<file path="src/rtl/ddr_init_pkg.sv">
package ddr_init_pkg;

  typedef enum logic [3:0] {
    ST_STABLE, ST_PRE1, ST_EMRS, ST_DLLRST, ST_PRE2,
    ST_REF, ST_MRS, ST_FIN, ST_DONE
  } init_step_t;

  typedef enum logic [2:0] {OP_NOP, OP_PRE, OP_EMRS, OP_MRS, OP_REF} init_op_t;

  typedef struct packed {
    logic cs_n;
    logic ras_n;
    logic cas_n;
    logic we_n;
  } cmd_pins_t;

  function automatic cmd_pins_t op_pins(input init_op_t op);
    cmd_pins_t p;
    case (op)
      OP_PRE:           p = 4'b0010;
      OP_EMRS, OP_MRS:  p = 4'b0000;
      OP_REF:           p = 4'b0001;
      default:          p = 4'b0111;
    endcase
    return p;
  endfunction

  function automatic logic [2:0] cl_field(input logic [2:0] cl);
    if (cl < 3'd3)      return 3'd3;
    else if (cl > 3'd5) return 3'd5;
    else                return cl;
  endfunction

  function automatic logic [2:0] bl_field(input logic [3:0] beats);
    case (beats)
      4'd2:    return 3'd1;
      4'd4:    return 3'd2;
      4'd8:    return 3'd3;
      default: return 3'd2;
    endcase
  endfunction

  function automatic int max_u(input int a, input int b);
    return (a > b) ? a : b;
  endfunction

endpackage

</file>
<file path="src/rtl/init_gap_timer.sv">
module init_gap_timer #(
  parameter int CNT_W = 8,
  parameter logic [CNT_W-1:0] INIT = '0
) (
  input  logic             clk,
  input  logic             rst_n,
  input  logic             load,
  input  logic [CNT_W-1:0] load_val,
  output logic             zero
);
  logic [CNT_W-1:0] cnt;

  always_ff @(posedge clk or negedge rst_n) begin
    if (!rst_n)           cnt <= INIT;
    else if (load)        cnt <= load_val;
    else if (cnt != '0)   cnt <= cnt - 1'b1;
  end

  assign zero = (cnt == '0);

  // an expired timer stays expired until reloaded
  p_hold_zero_r2: assert property (@(posedge clk) disable iff (!rst_n)
    (zero && !load) |=> zero);

endmodule

</file>
<file path="src/rtl/init_pin_drive.sv">
module init_pin_drive import ddr_init_pkg::*; #(
  parameter int ROW_W = 12,
  parameter int BA_W  = 2
) (
  input  logic             clk,
  input  logic             rst_n,
  input  init_op_t         op,
  input  logic             dll_rst,
  input  logic [2:0]       cl_code,
  input  logic [2:0]       bl_code,
  input  logic             bt,
  output logic             cs_n,
  output logic             ras_n,
  output logic             cas_n,
  output logic             we_n,
  output logic [BA_W-1:0]  ba,
  output logic [ROW_W-1:0] addr
);
  localparam int A_ALL_BANKS = 10;
  localparam int A_DLL_RESET = 8;

  cmd_pins_t        pins_d;
  logic [BA_W-1:0]  ba_d;
  logic [ROW_W-1:0] addr_d;

  always_comb begin
    pins_d = op_pins(op);
    ba_d   = '0;
    addr_d = '0;
    case (op)
      OP_PRE:  addr_d[A_ALL_BANKS] = 1'b1;
      OP_EMRS: ba_d[0] = 1'b1;
      OP_MRS: begin
        addr_d[2:0]         = bl_code;
        addr_d[3]           = bt;
        addr_d[6:4]         = cl_code;
        addr_d[A_DLL_RESET] = dll_rst;
      end
      default: ;
    endcase
  end

  always_ff @(posedge clk or negedge rst_n) begin
    if (!rst_n) begin
      {cs_n, ras_n, cas_n, we_n} <= 4'b0111;
      ba   <= '0;
      addr <= '0;
    end else begin
      {cs_n, ras_n, cas_n, we_n} <= pins_d;
      ba   <= ba_d;
      addr <= addr_d;
    end
  end

endmodule

</file>
<file path="src/rtl/ddr_init_seq.sv">
module ddr_init_seq import ddr_init_pkg::*; #(
  parameter int T_STABLE = 50000,
  parameter int T_CKE    = 2,
  parameter int T_RP     = 5,
  parameter int T_MRD    = 2,
  parameter int T_DLL    = 200,
  parameter int T_RFC    = 19,
  parameter int N_REF    = 2,
  parameter int ROW_W    = 12,
  parameter int BA_W     = 2
) (
  input  logic             clk,
  input  logic             rst_n,
  input  logic [2:0]       cfg_cas_lat,
  input  logic [3:0]       cfg_burst_len,
  input  logic             cfg_interleave,
  output logic             cke,
  output logic             cs_n,
  output logic             ras_n,
  output logic             cas_n,
  output logic             we_n,
  output logic [BA_W-1:0]  ba,
  output logic [ROW_W-1:0] addr,
  output logic             init_done
);
  localparam int DLL_GAP = max_u(T_MRD, T_DLL);
  localparam int GAP_MAX = max_u(T_STABLE, max_u(DLL_GAP, max_u(T_RFC, max_u(T_RP, T_CKE))));
  localparam int CNT_W   = $clog2(GAP_MAX + 1);
  localparam int REF_W   = $clog2(N_REF + 1);

  init_step_t       step_q, step_d;
  logic             tmr_zero, tmr_load;
  logic [CNT_W-1:0] tmr_val;
  logic             ev_cke, ev_done, cmd_fire, dll_rst;
  init_op_t         op;
  logic [REF_W-1:0] ref_cnt;
  logic             cfg_taken, cfg_bt;
  logic [2:0]       cfg_cl, cfg_bl;
  logic             cke_q, done_q;

  always_comb begin
    step_d   = step_q;
    ev_cke   = 1'b0;
    ev_done  = 1'b0;
    cmd_fire = 1'b0;
    dll_rst  = 1'b0;
    op       = OP_NOP;
    tmr_val  = '0;
    if (tmr_zero) begin
      case (step_q)
        ST_STABLE: begin ev_cke = 1'b1; tmr_val = CNT_W'(T_CKE - 1); step_d = ST_PRE1; end
        ST_PRE1:   begin cmd_fire = 1'b1; op = OP_PRE;  tmr_val = CNT_W'(T_RP - 1);  step_d = ST_EMRS; end
        ST_EMRS:   begin cmd_fire = 1'b1; op = OP_EMRS; tmr_val = CNT_W'(T_MRD - 1); step_d = ST_DLLRST; end
        ST_DLLRST: begin
          cmd_fire = 1'b1; op = OP_MRS; dll_rst = 1'b1;
          tmr_val = CNT_W'(DLL_GAP - 1); step_d = ST_PRE2;
        end
        ST_PRE2:   begin cmd_fire = 1'b1; op = OP_PRE;  tmr_val = CNT_W'(T_RP - 1);  step_d = ST_REF; end
        ST_REF: begin
          cmd_fire = 1'b1; op = OP_REF; tmr_val = CNT_W'(T_RFC - 1);
          if (ref_cnt == REF_W'(N_REF - 1)) step_d = ST_MRS;
        end
        ST_MRS:    begin cmd_fire = 1'b1; op = OP_MRS;  tmr_val = CNT_W'(T_MRD - 1); step_d = ST_FIN; end
        ST_FIN:    begin ev_done = 1'b1; step_d = ST_DONE; end
        default:   step_d = ST_DONE;
      endcase
    end
  end

  assign tmr_load = ev_cke | ev_done | cmd_fire;

  always_ff @(posedge clk or negedge rst_n) begin
    if (!rst_n) begin
      step_q    <= ST_STABLE;
      ref_cnt   <= '0;
      cke_q     <= 1'b0;
      done_q    <= 1'b0;
      cfg_taken <= 1'b0;
      cfg_cl    <= 3'd3;
      cfg_bl    <= 3'd2;
      cfg_bt    <= 1'b0;
    end else begin
      step_q <= step_d;
      if (cmd_fire && op == OP_REF) ref_cnt <= ref_cnt + 1'b1;
      if (ev_cke)  cke_q  <= 1'b1;
      if (ev_done) done_q <= 1'b1;
      if (!cfg_taken) begin
        cfg_taken <= 1'b1;
        cfg_cl    <= cl_field(cfg_cas_lat);
        cfg_bl    <= bl_field(cfg_burst_len);
        cfg_bt    <= cfg_interleave;
      end
    end
  end

  init_gap_timer #(.CNT_W(CNT_W), .INIT(CNT_W'(T_STABLE - 1))) u_timer (
    .clk(clk), .rst_n(rst_n), .load(tmr_load), .load_val(tmr_val), .zero(tmr_zero)
  );

  init_pin_drive #(.ROW_W(ROW_W), .BA_W(BA_W)) u_pins (
    .clk(clk), .rst_n(rst_n), .op(op), .dll_rst(dll_rst),
    .cl_code(cfg_cl), .bl_code(cfg_bl), .bt(cfg_bt),
    .cs_n(cs_n), .ras_n(ras_n), .cas_n(cas_n), .we_n(we_n), .ba(ba), .addr(addr)
  );

  assign cke       = cke_q;
  assign init_done = done_q;

  logic pins_nop;
  assign pins_nop = ({cs_n, ras_n, cas_n, we_n} == 4'b0111);

  // clock enable never drops once raised
  p_cke_sticky_r1: assert property (@(posedge clk) disable iff (!rst_n)
    cke |=> cke);
  // nothing but NOP while clock enable is low
  p_nop_cke_low_r2: assert property (@(posedge clk) disable iff (!rst_n)
    !cke |-> pins_nop);
  // every command is followed by a NOP cycle
  p_cmd_isolated_r2: assert property (@(posedge clk) disable iff (!rst_n)
    !pins_nop |=> pins_nop);
  // refresh count never passes its limit
  p_ref_bound_r7: assert property (@(posedge clk) disable iff (!rst_n)
    ref_cnt <= REF_W'(N_REF));
  // done is sticky and the bus is quiet afterwards
  p_done_sticky_r9: assert property (@(posedge clk) disable iff (!rst_n)
    init_done |=> init_done);
  p_done_idle_r9: assert property (@(posedge clk) disable iff (!rst_n)
    init_done |-> (cke && pins_nop));
  // captured configuration never moves
  p_cfg_frozen_r12: assert property (@(posedge clk) disable iff (!rst_n)
    cfg_taken |=> ($stable(cfg_cl) && $stable(cfg_bl) && $stable(cfg_bt)));

endmodule

</file>
<file path="config.mk">
export PLATFORM = sky130hd
export DESIGN_NAME = ddr_init_seq
export DESIGN_NICKNAME = d
export VERILOG_FILES = /design/src/rtl/ddr_init_pkg.sv /design/src/rtl/init_gap_timer.sv /design/src/rtl/init_pin_drive.sv /design/src/rtl/ddr_init_seq.sv
export SDC_FILE = /design/constraint.sdc
export NUM_CORES = 1
export LEC_CHECK = 0
export CAP_MARGIN = 30
export CELL_PAD_IN_SITES_DETAIL_PLACEMENT = 1
export CELL_PAD_IN_SITES_GLOBAL_PLACEMENT = 2
export CORE_ASPECT_RATIO = 1.2
export CORE_MARGIN = 2
export CORE_UTILIZATION = 35
export CTS_CLUSTER_DIAMETER = 120
export DETAILED_ROUTE_END_ITERATION = 10
export PLACE_DENSITY_LB_ADDON = 0.1
export SYNTH_ARGS = -nofsm -noshare
export SYNTH_HDL_FRONTEND = slang
export SYNTH_SLANG_ARGS = --single-unit
export TNS_END_PERCENT = 1
</file>
<file path="constraint.sdc">
create_clock -name clk -period 2 [get_ports clk]
set_input_delay 0.5 -clock clk [delete_from_list [all_inputs] [get_ports clk]]
set_output_delay 0.5 -clock clk [all_outputs]
set_load 0.005 [all_outputs]
</file>
**Yosys cells after proc, flatten, opt, wreduce, memory -nomap -nowiden**

Index checks and enable logic that the tools add are counted.
W data, S select, Z words.

- Register bits: 45
- Bits in latches: 0
- Bits in writable memories: 0
- Bits in read-only memories: 0
- Input port bits: 10
- Output and inout bits: 20
- Word-level logic and storage cells: 70
- Memories: 0

- Add/sub/neg operators: 2
- Multipliers: 0
- Div/mod/pow operators: 0
- Magnitude comparators: 2
- Eq/ne operators: 15
- Shifts and indexed selects: 0
- Mux-type cells: 24
- Bitwise gates (word level): 2
- Reductions and logical operators: 11

Operators with widths:

| operator | number |
|---|---|
| $mux W16 | 2 |
| $pmux W8 S4 | 1 |
| $pmux W4 S7 | 1 |
| $eq A4 B3 Y1 const B | 4 |
| $logic_not A16 Y1 | 1 |
| $reduce_bool A16 Y1 | 1 |
| $sub A16 B1 Y16 const B | 1 |
| $eq A4 B2 Y1 const B | 3 |
| $pmux W3 S4 | 1 |
| $mux W1 | 11 |
| $mux W3 | 3 |
| $pmux W3 S3 | 1 |
| $mux W8 | 1 |
| $mux W7 | 1 |
| $eq A3 B2 Y1 const B | 2 |
| $reduce_or A2 Y1 | 3 |
| $reduce_or A6 Y1 | 1 |
| $eq A4 B1 Y1 const B | 1 |
| $eq A4 B4 Y1 const B | 1 |
| $logic_not A4 Y1 | 1 |
| $mux W4 | 1 |
| $pmux W2 S2 | 1 |
| $eq A3 B1 Y1 const B | 1 |
| $eq A3 B3 Y1 const B | 1 |
| other kinds (10) | 11 |

**Depth between registers and ports, before layout**

Gate-level depths: netlist (run 1).

- Word-level depth: 7
- Gate-level depth with buffers: 8
- Mapped depth without buffers: 6

**By module**

Synthesis (run 1) repeated with hierarchy kept, for this count alone.

- Cells, all modules: 208
- Area, all modules: 2228.4 um^2

Modules (own cells, without submodules):

| module | times used | cells each | area an instance (um^2) | seq. area each (um^2) |
|---|---|---|---|---|
| init_gap_timer | 1 | 104 | 1017.2 | 411.6 |
| ddr_init_seq | 1 | 70 | 734.5 | 379.1 |
| init_pin_drive | 1 | 34 | 476.7 | 329.1 |

**Worst setup path after synthesis (run 1)**

Ideal clock, no wire load.

- Kind: register -> register
- Start point: reg u_timer.cnt[1]
- End point: reg step_q[2]
- Setup time: 0.126 ns
- Arrival: 1.702 ns
- Required time: 1.874 ns
- Slack: 0.172 ns
- Stages on the path, launching flop included: 7
- Buffers on the path: 1
- Period minus slack after synthesis: 1.828 ns
- Cells stage by stage: dfstp_2 > inv_1 > ha_1 > nor4b_1 > nand4_2 > buf_6 > a221o_1

- Word-level cells in the longest chain between the ends: 2

Ends and longest elaborated chain:

| element | line | text |
|---|---|---|
| start, declared | init_gap_timer.sv:11 | `logic [CNT_W-1:0] cnt;` |
| start signal, assigned | init_gap_timer.sv:15 | `else if (load) cnt <= load_val;` |
| start signal, assigned | init_gap_timer.sv:16 | `else if (cnt != '0) cnt <= cnt - 1'b1;` |
| $logic_not A16 Y1 | init_gap_timer.sv:19 | `assign zero = (cnt == '0);` |
| $reduce_and A2 Y1 (no line) | n/a |  |
| end signal, assigned | ddr_init_seq.sv:83 | `step_q <= step_d;` |
| end, declared | ddr_init_seq.sv:31 | `init_step_t step_q, step_d;` |

No other way between the ends.
A chain may end at the register's enable or synchronous reset.

**Final worst setup path (run 1)**

- Start point: reg u_timer.cnt[0]
- End point: reg step_q[2]

The elaborated chain is that of the path after synthesis.

==> out/results.txt, run 1 <==
Clock network power share: 35.6%
Top_reg_cell synth: dfrtp_1
Initial core utilization: 36.27%
Slew at the pin with the worst max-slew slack: 536.2 ps
Die area: 6505 sq um
Fin Clk Skew: 2.601 ps
Status: complete, no violations
Total gr overflow: 0
I/O pins: 30
Sw frac: 21.30%
Crit end category: register
Startpoint Class: register
RSZ-0062 raised after global routing: no
CTS Buf Count: 5
Die width: 73.96 um
Max H-tree Level: 2
Cell internal pwr: 1.155 mW
First-pass GRT wire length: 7.293 mm
Critical path origin: u_timer.cnt[0]
Lkg Pwr: 1.108 nW
Synth warn: 0
Critical path required time: 2170 ps
Final Net Count: 230
Critical path class: register to register
FF-to-FF setup slack: 80 ps
Worst setup margin: 84.63 ps
Post-synth EDFFs: 0
Max Fclk: 522.1 MHz
Vias: 1427
CP max stage cell: dfstp_2
Setup slack at placement: 29.86 ps
Dpl hpwl: 3.263 mm
Comb power frac: 3.8%
Final Hold Fails: 0
Setup crit end: step_q[2]
Setup_tns: 0 ps
Core region area: 5668 sq um
Max-Cap Viols: 0
Register bit count reported by yosys: 43
Die H: 87.96 um
First DRT Iteration DRCs: 34
Fin crit period: 1915 ps
Avg WL per Cell: 14.82 um
Distinct cells, synth: 48
CTS tree: done
# DRC: 0
Area delta synth->final: 24.83%
CP Data Arrival Time: 2090 ps
Row count: 30
Setup violators final: 0
Pwr dens: 571.8 nW/um^2
Clock sink total: 43
Routed Antenna Nets: 0
Register area share after synthesis: 53.26%
Final period utilization: 95.77%
R2r startpoint: u_timer.cnt[0]
Layout cells sized above 1: 26.03%
Post-CTS Hold Buffers: 0
Slew Limit Fails: 0
Worst VDD drop: 0.3228 mV
Clock Latency Late Sink: 290 ps
Worst r2r dst: step_q[2]
Synthesized area: 2056 sq um
Slew margin rel.: 63.98%
Clock Root Buffer: clkbuf_8
Area contributors post-synth: dfrtp_1, dfstp_2, mux2_2
Initial antenna violation count: 0
Dominant cell type by area after synthesis: dfrtp_1
Drt first pass iters: 4
Clock Path Buffers: 2
Reg2reg path depth: 8
IO Port Bufs: 23
Vias in the first global route: 1589
Crit Path Max Fanout: 10
ANT cells: 0
Synthesized instance count: 181
Sequential Power Share: 60.6%
Routed Wire Length: 4.430 mm
RD Place Congestion: 0.7360
Via density: 4.773
Max incr delay on CP: 530 ps
Total Routing Usage GR: 14.68%
Largest net degree at the start of global routing: 25
Mean post-synth cell area: 11.36 sq um
HP Class: primary input to async pin
Synth top area share: 34.08%
Hold slack: 118.8 ps
Sw Pwr: 0.3125 mW
Crit-path cells: inv_1 > ha_1 > nor4b_2 > buf_4 > nand4_4 > buf_12 > and2b_1 > a221o_1
Worst-path clk slew: 80 ps
Asr flop ratio synth: 100.0%
registers in the layout (all words and copies together) (netlist names):
register,count
cfg_bl,2
cfg_bt,1
cfg_cl,3
cfg_taken,1
cke,1
init_done,1
ref_cnt,2
step_q,4
u_pins.addr,8
u_pins.ba,1
u_pins.cas_n,1
u_pins.ras_n,1
u_pins.we_n,1
u_timer.cnt,16
power by group through the flow:
stage | logic (mW) | registers [mW] | clock network [mW]
2_1_floorplan | 0.0260 | 0.902 | 0
3_3_place_gp | 0.0540 | 0.905 | 0
3_5_place_dp | 0.0572 | 0.906 | 0
4_1_cts | 0.0572 | 0.890 | 0.550
5_1_grt | 0.0621 | 0.892 | 0.586
6_report | 0.0551 | 0.890 | 0.522
cells in the mapped netlist (4+ instances only):
| cell | n |
|---|---|
| and3_1 | 7 |
| a21oi_1 | 5 |
| dfstp_2 | 15 |
| mux2_2 | 7 |
| buf_4 | 6 |
| clkbuf_1 | 6 |
| xor2_1 | 4 |
| mux2i_1 | 4 |
| o21ai_0 | 5 |
| xnor2_1 | 9 |
| nor2_1 | 15 |
| nand2_1 | 10 |
| nand3_1 | 4 |
| inv_1 | 6 |
| dfrtp_1 | 28 |
| nor3_1 | 5 |
layout by cell type, fill, tap and decap left out, types with 2 or more instances in the layout:
cell type / n
dfstp_2: 15
dfrtp_1: 28
clkbuf_8: 5
nand2_1: 10
clkdlybuf4s50_1: 22
a21oi_1: 5
clkbuf_1: 2
nor2b_1: 3
xnor2_1: 9
nor3_2: 2
nor4_2: 3
o21ai_0: 5
xor2_1: 4
inv_1: 6
and3_1: 7
nand3b_1: 2
nor2_1: 15
conb_1: 7
nand2b_1: 3
buf_4: 15
ha_1: 2
nand3_1: 4
mux2_2: 7
nor3_1: 5
nand4b_1: 2
mux2i_1: 4
worst min path at each step:
stage | startpoint | to | cells past startpoint
after floorplan | rst_n | cfg_bl[0] | 0
after global placement | rst_n | u_pins.ba[0] | 1
after CTS | rst_n | step_q[3] | 1
after detailed placement | rst_n | u_pins.ba[0] | 1
after global routing | rst_n | step_q[3] | 1
final | rst_n | u_pins.ba[0] | 1
cells by family after synthesis:
kind of cell | Yosys count | share of synthesized area [%]
mux | 11 | 5.782
compound gates | 21 | 7.731
buf+inv | 21 | 5.660
other cells | 2 | 0.3653
simple gates | 68 | 20.45
flops | 43 | 53.26
fa+ha+maj | 2 | 1.217
xor+xnor | 13 | 5.539
through the flow:
step / util [%] / cell area [sq um] / std cells / power (mW)
2_1_floorplan: - / 2074 / 186 / 0.9282
3_3_place_gp: 42.89 / 2431 / 289 / 0.9594
3_5_place_dp: 42.89 / 2431 / 289 / 0.9635
4_1_cts: 44.33 / 2512 / 297 / 1.498
5_1_grt: 45.28 / 2566 / 299 / 1.540
6_report: 45.28 / 2566 / 299 / 1.467
critical path, delay by kind of cell (launching register included):
kind            cells  cell delay [ps]
flops               1              530
simple gates        3              480
buf+inv             3              340
compound gates      1              260
fa+ha+maj           1              200
cell type report:
type,instances,area [sq um]
Fill cell,634,3102
Sequential cell,43,1095
Multi-Input combinational cell,122,884.6
Timing Repair Buffer,40,382.9
Tap cell,80,100.1
Clock buffer,7,76.32
Inverter,6,22.52
Clock inverter,1,5.005
layer usage:
metal | vias to the layer above | GRT usage [%] | part of all wire, %
met5 | - | 0 | 0
met4 | 0 | 4.959 | 1.6
met3 | 7 | 3.567 | 3.6
met2 | 19 | 26.30 | 53
met1 | 715 | 16.92 | 42
li1 | 686 | - | -
repair_timing:
item                       4_1_cts  5_1_grt
resized for setup                0        4
setup endpoints to repair        0        7
setup buffers                    0        1
No activity file was read; power rests on OpenSTA's default activity.
==> inputs of run 2 (changes only) <==
CELL_PAD_IN_SITES_DETAIL_PLACEMENT = default   (was 1)
CELL_PAD_IN_SITES_GLOBAL_PLACEMENT = default   (was 2)
PLACE_DENSITY_LB_ADDON = default   (was 0.1)
==> out/results.txt, run 2 (synthesis results as in run 1) <==
Status: complete, no violations
Worst-path clk slew: 80 ps
Clock Root Buffer: clkbuf_8
Most frequent cells in the layout: dfrtp_1, clkdlybuf4s50_1, nor2_1, dfstp_2, nand2_1
Core Util, Final: 44.00%
Die H: 87.96 um
# DRC: 0
I/O pins: 30
Total Routing Usage GR: 12.33%
Max H-tree Level: 2
CP Data Arrival Time: 2010 ps
Lkg Pwr: 1.095 nW
Critical path required time: 2190 ps
Routed Antenna Nets: 0
RD Place Congestion: 0.7460
Vias in the first global route: 1344
Core region area: 5668 sq um
Commonest non-fill, non-tap cell in the layout: dfrtp_1
Total gr overflow: 0
Biggest regs: u_timer.cnt x16, u_pins.addr x8, step_q x4
Dpl hpwl: 2.441 mm
Largest net degree at the start of global routing: 44
Final period utilization: 91.25%
Critical path origin: u_timer.cnt[0]
Stages on the worst setup path: 7
Row count: 30
Final Net Count: 223
Top delay family on crit path: flip-flops
Pwr dens: 603.1 nW/um^2
Max-Cap Viols: 0
Layout cells sized above 1: 24.06%
Die width: 73.96 um
CTS tree: done
Bufs and invs on worst path: 2
Initial core utilization: 36.27%
Worst VDD drop: 0.3790 mV
Worst r2r dst: step_q[2]
Final instance area: 2494 sq um
Critical path class: register to register
FF-to-FF setup slack: 170 ps
Placement Cell Area: 2394 sq um
ANT cells: 0
Fin Clk Skew: 6.769 ps
Via density: 4.620
Reg2reg path depth: 7
Setup Fix Bufs, Post-CTS: 0
Routed Wire Length: 3.516 mm
Clock Latency Late Sink: 300 ps
R2r startpoint: u_timer.cnt[0]
Crit-path cells: inv_1 > ha_1 > nor4b_2 > nand4_2 > buf_12 > and2b_1 > a221o_1
First DRT Iteration DRCs: 47
Clock sink total: 43
Max incr delay on CP: 560 ps
Biggest register: u_timer.cnt
Setup violators final: 0
Area delta synth->final: 21.30%
Avg WL per Cell: 12.04 um
Crit Path Max Fanout: 24
RSZ-0062 raised after global routing: no
Max Fclk: 547.9 MHz
HP Class: primary input to async pin
First-pass GRT wire length: 6.127 mm
Startpoint Class: register
Max FFs per register: 16
Overall Power: 1.504 mW
Setup_tns: 0 ps
Die area: 6505 sq um
CTS Buf Count: 5
Slew Limit Fails: 0
Setup crit end: step_q[2]
Fin crit period: 1825 ps
Final Hold Fails: 0
Drt first pass iters: 4
Initial antenna violation count: 0
CP max stage cell: dfstp_2
Vias: 1349
Slew margin rel.: 64.51%
Crit end category: register
Clock Path Buffers: 2
Slew at the pin with the worst max-slew slack: 532.4 ps
IO Port Bufs: 23
[run 2: final cells by class]
class	instances	area (sq um)
Multi-Input combinational cell	122	869.6
Timing Repair Buffer	33	312.8
Sequential cell	43	1095
Clock buffer	5	68.82
Fill cell	544	3174
Inverter	6	22.52
Clock inverter	3	25.02
Tap cell	80	100.1
[run 2: metal layers]
| metal | part of all wire [%] | wire length (um) | global-route usage, % |
|---|---|---|---|
| met2 | 47 | 1666 | 19.40 |
| met4 | 1.9 | 68 | 5.455 |
| met5 | 0 | 0 | 0 |
| met1 | 47 | 1641 | 15.98 |
| met3 | 4.0 | 139 | 3.107 |
[run 2: how the worst min path moves through the flow]
stage,start,to,slack [ps],depth (start not counted)
6_report,rst_n,u_timer.cnt[12],270,2
5_1_grt,rst_n,u_timer.cnt[11],300,2
4_1_cts,rst_n,u_pins.addr[0],280,2
3_5_place_dp,cke,cke,450,1
3_3_place_gp,cke,cke,450,1
2_1_floorplan,rst_n,cfg_bl[0],200,0
[run 2: stage by stage]
| step | setup slack (ps) | std cells | hold WS [ps] |
|---|---|---|---|
| after floorplan | 171.8 | 186 | 204.4 |
| after global placement | 78.30 | 284 | 449.8 |
| after detailed placement | 52.67 | 284 | 446.9 |
| after CTS | 75.84 | 292 | 280.9 |
| after global routing | 26.04 | 292 | 302.9 |
| final | 174.9 | 292 | 266.2 |
[run 2: repair_timing]
action / 4_1_cts / 5_1_grt
hold buffers: 0 / 0
gates resized for setup: 0 / 1
endpoints found under the setup margin: 0 / 7
[run 2: power breakdown]
part,internal [mW],switching (mW)
combinational,0.0249,0.0263
sequential,0.883,0.00643
clock,0.250,0.313
total,1.16,0.346
==> inputs of run 3 (changes only) <==
CORE_ASPECT_RATIO = 2   (was 1.2)
SLEW_MARGIN = 20   (was default)
==> out/results.txt, run 3 (synthesis results as in run 1) <==
Initial core utilization: 36.01%
ANT cells: 0
I/O pins: 30
Row count: 39
Total gr overflow: 0
Crit Path Max Fanout: 14
Fin crit period: 1863 ps
Dpl hpwl: 2.903 mm
Initial antenna violation count: 0
Comb power frac: 2.8%
Clock Root Buffer: clkbuf_16
First-pass GRT wire length: 7.031 mm
R2r startpoint: u_timer.cnt[1]
Max-Cap Viols: 0
Max Fclk: 536.8 MHz
Post-CTS Hold Buffers: 0
Clock Path Buffers: 2
Die area: 6539 sq um
Setup violators final: 0
Finished Layout Cells: 278
Cell internal pwr: 1.500 mW
Drt first pass iters: 4
Final Hold Fails: 0
Commonest non-fill, non-tap cell in the layout: dfrtp_1
Biggest regs: u_timer.cnt x16, u_pins.addr x8, step_q x4
Sequential Power Share: 48.1%
Most frequent cells in the layout: dfrtp_1, clkdlybuf4s50_1, nor2_1, dfstp_2, buf_4
Routed Antenna Nets: 0
Layout cells sized above 1: 24.88%
Fin Clk Skew: 7.716 ps
Worst-path clk slew: 60 ps
Die H: 112.4 um
CTS Buf Count: 5
RSZ-0062 raised after global routing: no
Vias in the first global route: 1579
Total Routing Usage GR: 14.33%
Dpl cells: 269
Fillers: 543
Final period utilization: 93.15%
Worst VDD drop: 0.6616 mV
Crit end category: register
Clock Latency Late Sink: 290 ps
Core region area: 5709 sq um
# DRC: 0
Status: complete, no violations
IO Port Bufs: 23
Pwr dens: 721.3 nW/um^2
Slew at the pin with the worst max-slew slack: 539.5 ps
Slew Limit Fails: 0
Max FFs per register: 16
Via density: 5.209
Max H-tree Level: 2
Slew margin rel.: 64.03%
Routed Wire Length: 4.014 mm
HP Class: primary input to async pin
Avg WL per Cell: 14.44 um
Die width: 58.19 um
Clock network power share: 49.1%
CTS tree: done
Vias: 1448
Clock sink total: 43
Final Net Count: 228
Setup_tns: 0 ps
Biggest register: u_timer.cnt
Sw Pwr: 0.3549 mW
RD Place Congestion: 0.7632
First DRT Iteration DRCs: 30
Area delta synth->final: 25.08%
Critical path required time: 2170 ps
Largest net degree at the start of global routing: 44
Startpoint Class: register
Critical path class: register to register
Lkg Pwr: 1.120 nW
Sw frac: 19.14%
Critical path origin: u_timer.cnt[1]
CP Data Arrival Time: 2030 ps
==> run 3: cell types whose count changed in the layout (fill, tap and decap cells not counted), sizes merged <==
cell / previous run / this run
clkinv: 2 / 0
clkinvlp: 1 / 0
bufinv: 0 / 1
clkbuf: 5 / 7
buf: 11 / 16
==> run 3: area by class of cell <==
| class | count | area [sq um] | share of cell area [%] |
|---|---|---|---|
| clock inverter | 1 | 30.03 | 1.168 |
| multi-input combinational | 122 | 869.6 | 33.82 |
| clock buffer | 7 | 132.6 | 5.158 |
| sequential | 43 | 1095 | 42.58 |
| timing repair buffer | 38 | 345.3 | 13.43 |
| inverter | 6 | 22.52 | 0.8759 |
| tap | 61 | 76.32 | 2.968 |
==> run 3: worst paths after layout <==
path / slack [ps] / endpoint / depth (start not counted)
worst max-delay path: 140 / step_q[2] / 7
worst min-delay path: 280 / init_done / 2
worst max register to register: 140 / step_q[2] / 7
worst min register to register: 460 / cke / 1
max in group asynchronous: 1340 / cfg_cl[1] / 2
min in group clk: 460 / cke / 1
==> run 3: layer usage <==
layer,global-route usage (%),wire (um),vias up,share of wire (%)
li1,-,-,682,-
met1,14.39,1441,728,36
met2,25.30,2311,29,58
met3,3.341,131,9,3.3
met4,9.147,129,0,3.2
met5,0,0,-,0
==> run 3: through the flow <==
stage	total power [mW]	utilization, %	worst slack, ps	hold slack [ps]	cell area, sq um
after floorplan	0.9282	-	171.8	204.4	2074
after global placement	0.9583	41.81	39.05	443.2	2387
after detailed placement	0.9607	41.81	-2.944	447.2	2387
after CTS	1.889	44.77	40.46	303.1	2556
after global routing	1.920	45.04	22.13	338.7	2571
final	1.855	45.04	137.1	278.9	2571
==> run 3: power groups by stage <==
stage / registers [mW] / logic (mW) / clock network (mW)
6_report: 0.892 / 0.0521 / 0.911
5_1_grt: 0.892 / 0.0605 / 0.967
4_1_cts: 0.891 / 0.0542 / 0.943
3_5_place_dp: 0.906 / 0.0547 / 0
3_3_place_gp: 0.906 / 0.0527 / 0
2_1_floorplan: 0.902 / 0.0260 / 0
==> run 3: timing repair <==
item | 4_1_cts | 5_1_grt
pin swaps | 0 | 2
endpoints found under the setup margin | 1 | 6
resized for setup | 1 | 2
setup buffers | 0 | 1
==> run 3: critical path, stage by stage (launching register included) <==
cell and delay (ps):
dfstp_2 560, inv_1 50, ha_1 180, nor4b_2 170, nand4_2 150, buf_8 170, and2b_1 200, a221o_1 250
